===== src/rtl/sysctl_pkg.sv =====
package sysctl_pkg;

    localparam int IDX_W  = 5;
    localparam int DW     = 32;
    localparam int SLOTS  = 1 << IDX_W;
    localparam int MODE_W = 5;

    typedef enum logic [IDX_W-1:0] {
        RID_MAINID    = 5'd0,
        RID_SCTL      = 5'd1,
        RID_SCTL_BOOT = 5'd2,
        RID_PSR       = 5'd3,
        RID_PSR_SAT   = 5'd4,
        RID_FPSC      = 5'd5,
        RID_FPSC_SAT  = 5'd6,
        RID_FPSC_EXC  = 5'd7,
        RID_FPEXC     = 5'd8,
        RID_CPAC      = 5'd9,
        RID_MBOX      = 5'd10,
        RID_TLBTYPE   = 5'd11,
        RID_FEAT0     = 5'd12,
        RID_FEAT1     = 5'd13,
        RID_CPUID     = 5'd14,
        RID_FPID      = 5'd15,
        RID_CTXID     = 5'd16,
        RID_REMAP_PRI = 5'd17,
        RID_REMAP_NRM = 5'd18,
        RID_DOMAIN    = 5'd19,
        RID_PERFCTL   = 5'd20
    } reg_id_e;

    // control word fields
    localparam logic [DW-1:0] SCTL_NMI_BIT   = 32'h0800_0000;
    localparam logic [DW-1:0] SCTL_BOOT_KEEP = 32'h4800_2000;
    localparam logic [DW-1:0] SCTL_FORCE_ONE = 32'h00C5_0010;
    // status and FP masks
    localparam logic [DW-1:0] PSR_SAT_MASK   = 32'h0800_0000;
    localparam logic [DW-1:0] FPSC_WR_MASK   = 32'hFFF7_009F;
    localparam logic [DW-1:0] FPSC_SAT_MASK  = 32'h0800_0000;
    localparam logic [DW-1:0] FPSC_EXC_MASK  = 32'h0000_009F;
    localparam logic [DW-1:0] FPEXC_WR_MASK  = 32'h6000_0000;
    localparam logic [DW-1:0] CPAC_WR_MASK   = 32'h80F0_0000;
    localparam logic [DW-1:0] PERF_STATS_CMD = 32'h0000_0007;

    typedef enum logic [2:0] {
        WK_NONE,
        WK_FULL,
        WK_MERGE,
        WK_OR,
        WK_CLR
    } wr_kind_e;

    typedef struct packed {
        wr_kind_e         kind;
        logic [IDX_W-1:0] tgt;
        logic [DW-1:0]    wmask;
        logic [DW-1:0]    rclr;
        logic             rzero;
        logic             inval;
    } reg_rule_t;

    function automatic reg_rule_t rule_of(logic [IDX_W-1:0] idx);
        reg_rule_t r;
        r.kind  = WK_NONE;
        r.tgt   = idx;
        r.wmask = '0;
        r.rclr  = '0;
        r.rzero = 1'b1;
        r.inval = 1'b0;
        case (idx)
            RID_MAINID, RID_SCTL_BOOT, RID_PSR, RID_MBOX, RID_PERFCTL: begin
                r.kind  = WK_FULL;
                r.rzero = 1'b0;
            end
            RID_CTXID, RID_REMAP_PRI, RID_REMAP_NRM, RID_DOMAIN: begin
                r.kind  = WK_FULL;
                r.rzero = 1'b0;
                r.inval = 1'b1;
            end
            RID_SCTL: begin
                r.kind  = WK_MERGE;
                r.wmask = ~SCTL_NMI_BIT;
                r.rzero = 1'b0;
                r.inval = 1'b1;
            end
            RID_PSR_SAT: begin
                r.kind  = WK_OR;
                r.tgt   = RID_PSR;
                r.wmask = PSR_SAT_MASK;
            end
            RID_FPSC: begin
                r.kind  = WK_MERGE;
                r.wmask = FPSC_WR_MASK;
                r.rzero = 1'b0;
            end
            RID_FPSC_SAT: begin
                r.kind  = WK_OR;
                r.tgt   = RID_FPSC;
                r.wmask = FPSC_SAT_MASK;
                r.rclr  = FPSC_SAT_MASK;
                r.rzero = 1'b0;
            end
            RID_FPSC_EXC: begin
                r.kind  = WK_OR;
                r.tgt   = RID_FPSC;
                r.wmask = FPSC_EXC_MASK;
                r.rclr  = FPSC_EXC_MASK;
                r.rzero = 1'b0;
            end
            RID_FPEXC: begin
                r.kind  = WK_MERGE;
                r.wmask = FPEXC_WR_MASK;
                r.rzero = 1'b0;
            end
            RID_CPAC: begin
                r.kind  = WK_CLR;
                r.wmask = CPAC_WR_MASK;
                r.rzero = 1'b0;
            end
            RID_TLBTYPE: begin
                r.rzero = 1'b0;
            end
            default: ;
        endcase
        return r;
    endfunction

    function automatic bit slot_stored(int s);
        case (s)
            int'(RID_MAINID), int'(RID_SCTL), int'(RID_SCTL_BOOT),
            int'(RID_PSR), int'(RID_FPSC), int'(RID_FPEXC), int'(RID_CPAC),
            int'(RID_MBOX), int'(RID_TLBTYPE), int'(RID_CTXID),
            int'(RID_REMAP_PRI), int'(RID_REMAP_NRM), int'(RID_DOMAIN),
            int'(RID_PERFCTL): return 1'b1;
            default: return 1'b0;
        endcase
    endfunction

    function automatic bit slot_survives(int s);
        return (s == int'(RID_MAINID)) || (s == int'(RID_SCTL_BOOT));
    endfunction

    function automatic logic [DW-1:0] slot_reset(int s, logic [DW-1:0] boot);
        case (s)
            int'(RID_SCTL):    return (boot & SCTL_BOOT_KEEP) | SCTL_FORCE_ONE;
            int'(RID_MBOX):    return 32'h0000_0001;
            int'(RID_TLBTYPE): return 32'h0000_0001;
            default:           return '0;
        endcase
    endfunction

endpackage


===== src/rtl/sysctl_decode.sv =====
module sysctl_decode
    import sysctl_pkg::*;
(
    input  logic [IDX_W-1:0] reg_idx,
    output reg_rule_t        rule
);

    always_comb begin
        rule = rule_of(reg_idx);
    end

endmodule


===== src/rtl/sysctl_merge.sv =====
module sysctl_merge
    import sysctl_pkg::*;
(
    input  wr_kind_e      kind,
    input  logic [DW-1:0] wmask,
    input  logic [DW-1:0] old_val,
    input  logic [DW-1:0] wr_data,
    output logic [DW-1:0] new_val
);

    always_comb begin
        case (kind)
            WK_FULL:  new_val = wr_data;
            WK_MERGE: new_val = (wr_data & wmask) | (old_val & ~wmask);
            WK_OR:    new_val = old_val | (wr_data & wmask);
            WK_CLR:   new_val = wr_data & wmask;
            default:  new_val = old_val;
        endcase
    end

endmodule


===== src/rtl/sysctl_sidefx.sv =====
module sysctl_sidefx
    import sysctl_pkg::*;
(
    input  logic              rst,
    input  logic              wr_en,
    input  logic [IDX_W-1:0]  reg_idx,
    input  logic [DW-1:0]     wr_data,
    input  logic              inval_hit,
    input  logic [MODE_W-1:0] cur_mode,
    output logic              xlat_inval,
    output logic              stats_clear
);

    logic live_wr;
    logic mode_move;

    assign live_wr   = wr_en && !rst;
    assign mode_move = (reg_idx == RID_PSR) && (wr_data[MODE_W-1:0] != cur_mode);

    always_comb begin
        xlat_inval  = live_wr && (inval_hit || mode_move);
        stats_clear = live_wr && (reg_idx == RID_PERFCTL) && (wr_data == PERF_STATS_CMD);
    end

endmodule


===== src/rtl/sysctl_regfile.sv =====
module sysctl_regfile
    import sysctl_pkg::*;
(
    input  logic             clk,
    input  logic             rst,
    input  logic [IDX_W-1:0] reg_idx,
    input  logic [DW-1:0]    wr_data,
    input  logic             wr_en,
    input  logic             rd_en,
    output logic [DW-1:0]    rd_data,
    output logic             xlat_inval,
    output logic             stats_clear
);

    reg_rule_t     rule;
    logic [DW-1:0] bank [SLOTS];
    logic [DW-1:0] old_val;
    logic [DW-1:0] new_val;
    logic          commit;

    sysctl_decode u_dec (
        .reg_idx (reg_idx),
        .rule    (rule)
    );

    assign old_val = bank[rule.tgt];
    assign commit  = wr_en && !rst && (rule.kind != WK_NONE);

    sysctl_merge u_mrg (
        .kind    (rule.kind),
        .wmask   (rule.wmask),
        .old_val (old_val),
        .wr_data (wr_data),
        .new_val (new_val)
    );

    sysctl_sidefx u_fx (
        .rst         (rst),
        .wr_en       (wr_en),
        .reg_idx     (reg_idx),
        .wr_data     (wr_data),
        .inval_hit   (rule.inval),
        .cur_mode    (bank[RID_PSR][MODE_W-1:0]),
        .xlat_inval  (xlat_inval),
        .stats_clear (stats_clear)
    );

    generate
        for (genvar s = 0; s < SLOTS; s++) begin : g_slot
            if (!slot_stored(s)) begin : g_none
                assign bank[s] = '0;
            end else if (slot_survives(s)) begin : g_keep
                logic [DW-1:0] q;
                always_ff @(posedge clk) begin
                    if (commit && (rule.tgt == IDX_W'(s))) begin
                        q <= new_val;
                    end
                end
                assign bank[s] = q;
            end else begin : g_clr
                logic [DW-1:0] q;
                always_ff @(posedge clk) begin
                    if (rst) begin
                        q <= slot_reset(s, bank[RID_SCTL_BOOT]);
                    end else if (commit && (rule.tgt == IDX_W'(s))) begin
                        q <= new_val;
                    end
                end
                assign bank[s] = q;
            end
        end
    endgenerate

    assign rd_data = (rd_en && !rule.rzero) ? (old_val & ~rule.rclr) : '0;

endmodule


===== config.mk =====
export PLATFORM = sky130hd
export DESIGN_NAME = sysctl_regfile
export DESIGN_NICKNAME = d
export VERILOG_FILES = /design/src/rtl/sysctl_pkg.sv /design/src/rtl/sysctl_decode.sv /design/src/rtl/sysctl_merge.sv /design/src/rtl/sysctl_sidefx.sv /design/src/rtl/sysctl_regfile.sv
export SDC_FILE = /design/constraint.sdc
export NUM_CORES = 1
export LEC_CHECK = 0
export ABC_AREA = 1
export CORE_AREA = 2 2 218 220
export CTS_CLUSTER_DIAMETER = 80
export DETAILED_ROUTE_END_ITERATION = 10
export DIE_AREA = 0 0 220 222
export GPL_TIMING_DRIVEN = 0
export PLACE_DENSITY = 0.65
export SLEW_MARGIN = 15
export SYNTH_ARGS = -nofsm -noshare
export SYNTH_HDL_FRONTEND = slang
export SYNTH_SLANG_ARGS = --single-unit

===== constraint.sdc =====
create_clock -name clk -period 5.3 [get_ports clk]
set_input_delay 0.795 -clock clk [delete_from_list [all_inputs] [get_ports clk]]
set_output_delay 0.795 -clock clk [all_outputs]
set_load 0.05 [all_outputs]

# Word level (Yosys, flattened, before mapping)
# Cells that the tools add are included.
[totals]
reg_bits = 448
in_bits = 41
out_inout_bits = 34
word_cells = 105
[op_classes]
magnitude_cmp = 1
n_eq_ne = 35
mux = 12
bitwise_logic = 8
n_reduce_logical = 34
[op_table]
columns = ["cell", "n"]
rows = [
  ["case mux 32 bit (6 select lines)", 1],
  ["binary-select mux 32 bit (select 5 bit)", 1],
  ["case mux 32 bit (4 select lines)", 1],
  ["bitwise AND 32 bit", 3],
  ["two-way mux 32 bit", 3],
  ["inverter 32 bit", 2],
  ["bitwise OR 32 bit", 2],
  ["two-way mux 31 bit", 2],
  ["case mux 28 bit (2 select lines)", 1],
  ["== test 5 bit (second input constant)", 10],
  ["== test 5 x 4 -> 1 bit (second input constant)", 8],
  ["== test 32 x 3 -> 1 bit (second input constant)", 1],
  ["== test 5 x 3 -> 1 bit (second input constant)", 5],
  ["logical AND 1 bit", 21],
  ["== test 5 x 2 -> 1 bit (second input constant)", 4],
  ["OR reduction 16 bit", 1],
  ["case mux 3 bit (4 select lines)", 1],
  ["== test 5 x 1 -> 1 bit (second input constant)", 2],
  ["logical NOT 5 bit", 2],
  ["case mux 5 bit (2 select lines)", 1],
  ["OR reduction 9 bit", 1],
  ["== test 3 x 2 -> 1 bit (second input constant)", 2],
  ["greater-or-equal comparator 6 bit (second input constant)", 1],
  ["inverter 5 -> 6 bit", 1],
  ["other kinds (11)", 13],
]

# Longest topological paths before layout
# Gate-level depths: netlist (run 1).
[logic_depth]
ltp_word = 12
mapped_depth = 19
depth_no_buf = 16

# Cells and area by module
# Synthesis (run 1) repeated with hierarchy kept, for this count alone.
[unflattened]
hier_cells = 3464
area_unflattened_um2 = 22120.0
[modules_own_cells]
columns = ["module", "instances", "cells_per_inst", "area_per_inst_um2", "seq_area_each_um2"]
rows = [
  ["sysctl_regfile", 1, 3045, 20165.6, 9639.2],
  ["sysctl_merge", 1, 247, 1027.2, 0.0],
  ["sysctl_decode", 1, 115, 676.9, 0.0],
  ["sysctl_sidefx", 1, 57, 250.2, 0.0],
]

# Worst setup path before layout (run 1)
# No wires, ideal clock.
[synth_timing]
path_kind = "input-to-reg"
from = "input port reg_idx[3]"
to = "register g_slot[2].g_keep.q[0] (enable)"
setup_time_ps = 461
arrival_time_ps = 4100
required_time_ps = 4839
slack_ps = 738
stages = 12
path_buffers = 1
path_cell_list = "buf_2 > inv_2 > nand2_4 > nor2_4 > inv_2 > nor2_4 > inv_2 > nand2_1 > inv_2 > nand3_4 > nand2_4 > nor3_1"
[synth_between]
elab_chain_len = 6
word_cells_on_any_way = 26
classes_between = "16 x eq/ne; 2 x mux; 8 x reduce/logical"
[synth_rtl]
columns = ["element", "line", "text"]
rows = [
  ["start, declared", "sysctl_regfile.sv:6", "input logic [IDX_W-1:0] reg_idx,"],
  ["== test 5 x 2 -> 1 bit, or another cell as far along", "sysctl_pkg.sv:70", "case (idx)"],
  ["OR reduction 9 bit (no source line) / OR reduction 3 bit (equally long branches)", "--", ""],
  ["case mux 3 bit (4 select lines)", "sysctl_pkg.sv:70", ""],
  ["nonzero test 3 bit", "sysctl_regfile.sv:27", "assign commit = wr_en && !rst && (rule.kind != WK_NONE);"],
  ["logical AND 1 bit", "sysctl_regfile.sv:27", ""],
  ["logical AND 1 bit (*)", "sysctl_regfile.sv:55", "if (commit && (rule.tgt == IDX_W'(s))) begin"],
  ["end signal, assigned", "sysctl_regfile.sv:56", "q <= new_val;"],
  ["end, declared", "sysctl_regfile.sv:53", "logic [DW-1:0] q;"],
]
# Every way passes the cells marked *; elsewhere a longest branch is shown, timed or not.
# A chain may end at the register's enable or synchronous reset.

# Worst setup path in the final report (run 1)
[layout_timing]
from = "input port reg_idx[1]"
to = "output port rd_data[27]"
[layout_between]
elab_chain_len = 9
word_cells_on_any_way = 29
classes_between = "16 x eq/ne; 6 x mux; 3 x bitwise; 4 x reduce/logical"
[layout_rtl]
columns = ["element", "line", "text"]
rows = [
  ["== test 5 x 3 -> 1 bit", "sysctl_pkg.sv:70", ""],
  ["OR reduction 2 bit (no source line)", "--", ""],
  ["case mux 5 bit (2 select lines)", "sysctl_pkg.sv:70", ""],
  ["inverter 5 -> 6 bit (implied by the code)", "sysctl_regfile.sv:26", "assign old_val = bank[rule.tgt];"],
  ["binary-select mux 32 bit (select 5 bit)", "sysctl_regfile.sv:26", ""],
  ["two-way mux 32 bit (implied by the code) (2 in series)", "sysctl_regfile.sv:26", ""],
  ["bitwise AND 32 bit", "sysctl_regfile.sv:74", "assign rd_data = (rd_en && !rule.rzero) ? (old_val & ~rule.rclr) : '0;"],
  ["two-way mux 32 bit (*)", "sysctl_regfile.sv:74", ""],
  ["end, declared", "sysctl_regfile.sv:10", "output logic [DW-1:0] rd_data,"],
]
# Every way passes the cells marked *; elsewhere a longest branch is shown, timed or not. The select of a mux whose other input is x is not followed.

==> results of run 1 <==
[layout make-up]
type | instances | share of cell area (%)
Antenna cell | 1 | 0.009726
Inverter | 621 | 9.084
Buffer | 187 | 3.457
Clock buffer | 71 | 5.407
Tap cell | 607 | 2.952
Sequential cell | 448 | 37.46
Multi-Input combinational cell | 2126 | 38.14
Clock inverter | 21 | 0.5301
Timing Repair Buffer | 78 | 2.952
[state kept, by name (all words and copies together), names as in the netlist]
signal           count
g_slot.g_clr.q     384
g_slot.g_keep.q     64
[what timing repair did]
action,in CTS,in global routing
buffers inserted,0,0
gates resized for setup,50,34
hold buffers,0,0
setup endpoints to repair,33,32
[metal layers]
layer	vias up	GRT usage, %	routed length [um]	part of all wire, %
met2	1473	62.19	43200	43
li1	10782	-	-	-
met3	353	9.726	11760	12
met1	10958	52.06	38910	39
met4	2	24.49	6916	6.9
met5	-	0	9	0.0089
[placed cells by master, fill, tap and decap left out, drive strengths merged]
master	instances
bufinv	1
clkbuf	173
nor4	7
clkdlybuf4s15	8
nand2	1026
nor3	33
nand4	26
or2	8
inv	625
clkdlybuf4s18	1
dlygate4sd2	14
buf	96
clkdlybuf4s50	41
o2111ai	1
a21oi	228
clkinv	15
dlymetal6s2s	3
xnor2	1
nor2	174
o21ai	69
clkinvlp	1
o21a	60
diode	1
nand3b	31
o21bai	1
nor4b	1
nand3	431
dfxtp	381
o211ai	27
xor2	2
edfxtp	67
[final timing paths]
check                               from                     end  slack (ns)  cells after the start
setup reg to reg   g_slot[8].g_clr.q[13]   g_slot[1].g_clr.q[13]        3.18                     12
hold reg to reg   g_slot[11].g_clr.q[11]  g_slot[11].g_clr.q[11]        0.42                      2
hold / removal    g_slot[11].g_clr.q[11]  g_slot[11].g_clr.q[11]        0.42                      2
setup / recovery              reg_idx[1]             rd_data[27]       -0.07                     14
[per-stage QoR]
| stage | TNS [ns] | cells |
|---|---|---|
| final | -0.1566 | 4160 |
| after global routing | -0.003163 | 4159 |
| after CTS | 0 | 4159 |
| after detailed placement | -10.25 | 4067 |
| after global placement | -145.51 | 4061 |
| after floorplan | 0 | 3382 |
[power by group through the flow]
| stage | Combinational, W | Sequential [W] | Clock (W) |
|---|---|---|---|
| detailed placement | 0.00103 | 0.00356 | 0 |
| floorplan | 0.000556 | 0.00355 | 0 |
| global route | 0.00111 | 0.00348 | 0.00350 |
| finish | 0.00108 | 0.00348 | 0.00337 |
| CTS | 0.00103 | 0.00348 | 0.00337 |
| global placement | 0.00102 | 0.00355 | 0 |
[cells by family (layout without fill, tap and decap cells)]
logic type	count (synthesis)	in the layout	synth area share [%]
xor+xnor	3	3	0.1162
flops	448	448	42.62
simple gates	1737	1737	33.61
other cells	0	1	0
buf+inv	808	978	14.13
compound gates	386	386	9.531
[critical path: stages]
cell and delay, ns:
clkdlybuf4s50_1 0.81, nor2_4 0.13, inv_2 0.22, nand2_2 0.23, nand2_2 0.17, buf_6 0.16
buf_4 0.32, o211ai_1 0.24, a21oi_1 0.32, nor2_1 0.09, nand2_1 0.18, nand2_1 0.07
a21oi_1 0.36, clkdlybuf4s15_2 0.44
==> impl_metrics.ini, run 1 <==
[grt]
grt_usage_pct = 40.76
gr-total-overflow = 0
first_global_vias = 21823
antenna_found_initial = 4
grt_max_degree = 21
grt_first_pass_wirelength_mm = 143.2

[logic_synthesis]
synthTopCellsByCount = 1008 x nand2_1, 599 x inv_1, 415 x nand3_1
synth_edf_count = 67
ys_warn_count = 0
synth_fp_nets = 3423
async_reset_ff_share_pct = 0
synth-main-ff-cell = dfxtp_1
yosysMostFrequentCell = nand2_1
synthCells = 3382
ys_seq_area_share_pct = 42.62
synth_seq_cells = 448
syn_area_per_cell_um2 = 6.688
synth_cell_types = 37
synth_top_cell_by_area = dfxtp_1
synthTopCellsByArea = dfxtp_1 34%, nand2_1 17%, inv_1 9.9%, nand3_1 9.2%, edfxtp_1 8.9%
syn_area_mm2 = 0.02262
yosys.area.top_type_share_pct = 33.72

[clocking]
clock_latency_ns = 0.60
clk_pin_slew_ns = 0.06
root_buffer = clkbuf_16
clock-sinks = 448
clock_path_buffers = 3
cts_buffers = 50
cts_tree = done
htree_levels = 2

[power_and_ir_drop]
peakVddDrop_uv = 372.8
switching_share_pct = 29.79
power_density_mw_per_mm2 = 308.4
p_total_w = 0.007935
p_sw_w = 0.002364
p_leak_nw = 12.32
clkPwrFrac_pct = 42.5
p_comb_share_pct = 13.6
power_frac_seq_pct = 43.9
p_int_w = 0.005571

[placement]
gp_congestion = 1.051
portBuffers = 72
post-dp-hpwl_mm = 74.38
placed_area_mm2 = 0.02418
dp_slack_ns = -0.7042

[sta]
setup_slack_ns = -0.06870
clock_skew_ns = 0.01779
min_period_over_period_pct = 101.3
rsz0062_at_grt = true
fmax_mhz = 186.3
relSlewSlack_pct = 29.17
post-route-min-period_ns = 5.369
timing.hold.ws_ns = 0.4231
drv_slew = 0
worst_pin_slew_ns = 1.062
setup_viol = 6
hold_viol = 0

[layout]
area_growth_pct = 13.76
final_area_mm2 = 0.02573
regArea_mm2 = 0.009639
multiInputGateArea_mm2 = 0.009814
drive_gt1_share_pct = 7.348
final_util_pct = 55.62
nFillCells = 4622
nets = 3553

[worst_setup_path]
worstPathMaxFanout = 10
critPathKind = in2out
critPathLaunchType = input pin
end_kind = output port
arrival_ns = 4.57
cp.required_ns = 4.51

[floorplanning]
floorplan.initialDensity_pct = 48.89
fp.coreArea_mm2 = 0.04626
placementRows = 79
dieArea_mm2 = 0.04884
die_x_um = 220
die_h_um = 222
ios = 75

[route]
routed_wl_mm = 100.8
drc_errors = 0
drt-wirelength-per-cell_um = 24.23
drt_iter0_drc = 3386
vias = 23568
antenna_left = 0
first_pass_iters = 6
viasPerCell = 5.665

[run_status]
violations = setup timing
status = finished, violations left

[flow_run]
maxCapViolCount = 0

[hold_path]
hp-class = reg2reg
Note: power is estimated with default switching activity, not from simulation.
==> run 2: changes to the inputs <==
==> constraint.sdc (replaced) <==
create_clock -name clk -period 6.3 [get_ports clk]
set_input_delay 0.945 -clock clk [delete_from_list [all_inputs] [get_ports clk]]
set_output_delay 0.945 -clock clk [all_outputs]
set_load 0.05 [all_outputs]
==> impl_metrics.ini, run 2 (synthesis results as in run 1) <==
[worst_setup_path]
end_kind = output port
r2r-end = g_slot[1].g_clr.q[13]
arrival_ns = 5.47
cp.required_ns = 5.35
cpMaxStageDelayCell = clkdlybuf4s50_1
path_delay_family = buffers and inverters
cp_cell_sequence = clkdlybuf4s50_1 > nor2_2 > inv_2 > nand2_2 > nand2_2 > buf_6 > buf_2 > o211ai_1 > a21oi_1 > nor2_1 > nand2_1 > nand2_1 > a21oi_1 > clkdlybuf4s50_1
cp-endpoint = rd_data[27]
critPathKind = in2out
reg2reg_depth = 12
reg2reg_setup_slack_ns = 4.21
max_stage_delay_ns = 0.89
cp.buffers_inverters = 5
crit_cells = 14
r2r_start = g_slot[8].g_clr.q[13]
cp-startpoint = reg_idx[1]
worstPathMaxFanout = 10
critPathLaunchType = input pin

[floorplanning]
die_h_um = 222
dieArea_mm2 = 0.04884
ios = 75
placementRows = 79
die_x_um = 220
fp.coreArea_mm2 = 0.04626
floorplan.initialDensity_pct = 48.89

[sta]
rsz0062_at_grt = false
fmax_mhz = 155.8
min_period_over_period_pct = 101.9
relSlewSlack_pct = 22.51
worst_pin_slew_ns = 1.162
post-route-min-period_ns = 6.418
setup_slack_ns = -0.1178
clock_skew_ns = 0.01747
drv_slew = 0
setup_viol = 2
hold_viol = 0

[grt]
top_usage_layer = met2
antenna_found_initial = 4
met1_usage_pct = 52.03
grtUsageMet3_pct = 9.794
grt_usage_pct = 40.74
grt_first_pass_wirelength_mm = 143.1
first_global_vias = 21780
grt_max_degree = 21
use_met2_pct = 62.16
gr-total-overflow = 0

[route]
vias = 23605
viasPerCell = 5.674
drt_iter0_drc = 3234
antenna_left = 0
routed_wl_mm = 100.8
drc_errors = 0
first_pass_iters = 6
drt-wirelength-per-cell_um = 24.23

[layout]
final_area_mm2 = 0.02572
nets = 3553
area_growth_pct = 13.73
largest_register = g_slot.g_clr.q
biggestRegsByFlops = g_slot.g_clr.q (384), g_slot.g_keep.q (64)
final_cells = 4160
largest_register_ffs = 384
final_common_cell = nand2_1
nFillCells = 4619
layout_common_cells = 1008 x nand2_1, 599 x inv_1, 415 x nand3_1, 381 x dfxtp_1, 228 x a21oi_1
drive_gt1_share_pct = 6.672

[clocking]
cts_buffers = 50
clk_pin_slew_ns = 0.06
htree_levels = 2
clock_path_buffers = 3
post_cts_buffers = 0
cts-hold-fix-buffers = 0
clock_latency_ns = 0.61
root_buffer = clkbuf_16
clock-sinks = 448
cts_tree = done

[power_and_ir_drop]
p_leak_nw = 12.17
peakVddDrop_uv = 315.2
power_density_mw_per_mm2 = 259.4

[placement]
placed_area_mm2 = 0.02418
portBuffers = 72
place_inst = 4067
gp_congestion = 1.051
post-dp-hpwl_mm = 74.38

[run_status]
status = finished, violations left
violations = setup timing

[hold_path]
hp-class = reg2reg
min-delay-start = g_slot[5].g_clr.q[19]

[flow_run]
maxCapViolCount = 0
-- run 2: what timing repair did --
action,CTS,global route
pin swaps,0,0
endpoints found under the hold margin,0,0
setup endpoints to repair,1,1
gates resized for setup,1,4
-- run 2: worst min path at each step --
stage / endpoint / cells after the start / slack [ns]
after global routing: g_slot[11].g_clr.q[16] / 2 / 0.43
after global placement: g_slot[5].g_clr.q[6] / 2 / 0.41
after detailed placement: g_slot[11].g_clr.q[13] / 2 / 0.41
final: g_slot[5].g_clr.q[19] / 2 / 0.42
after floorplan: g_slot[11].g_clr.q[10] / 2 / 0.40
after CTS: g_slot[11].g_clr.q[13] / 2 / 0.42
-- run 2: metrics by stage --
stage	power, W	setup WS [ns]	hold WS, ns	util [%]	setup TNS, ns
finish	0.006672	-0.1178	0.4225	55.61	-0.1725
global route	0.006809	0.04122	0.4320	55.60	0
CTS	0.006630	0.08948	0.4220	55.58	0
detailed placement	0.003856	-0.004237	0.4120	52.28	-0.004237
global placement	0.003850	-2.234	0.4100	52.09	-81.15
floorplan	0.003457	1.589	0.4031	-	0
-- run 2: layer usage --
layer	vias to the layer above	routed length, um	share of wire (%)
met4	2	7005	7.0
met5	-	9	0.0089
met3	344	11920	12
met2	1505	43070	43
li1	10785	-	-
met1	10969	38790	38
-- run 2: cell type report --
type                            count  area [um2]  area share, %
Sequential cell                   448        9639          37.47
Buffer                            187       865.8          3.366
Antenna cell                        1       2.502       0.009728
Timing Repair Buffer               78       793.3          3.084
Inverter                          621        2333          9.071
Tap cell                          607       759.5          2.952
Clock inverter                     21       136.4         0.5302
Clock buffer                       71        1391          5.409
Multi-Input combinational cell   2126        9802          38.10
-- run 2: power breakdown --
| group | internal, W | switching [W] | total, W |
|---|---|---|---|
| registers | 0.00292 | 0.00000423 | 0.00293 |
| logic | 0.000187 | 0.000726 | 0.000913 |
| clock network | 0.00158 | 0.00125 | 0.00283 |
-- run 2: worst min-delay path, cell delays in order (launching register included) --
cell,delay (ns)
dfxtp_1,0.31
inv_1,0.05
nor2_1,0.03
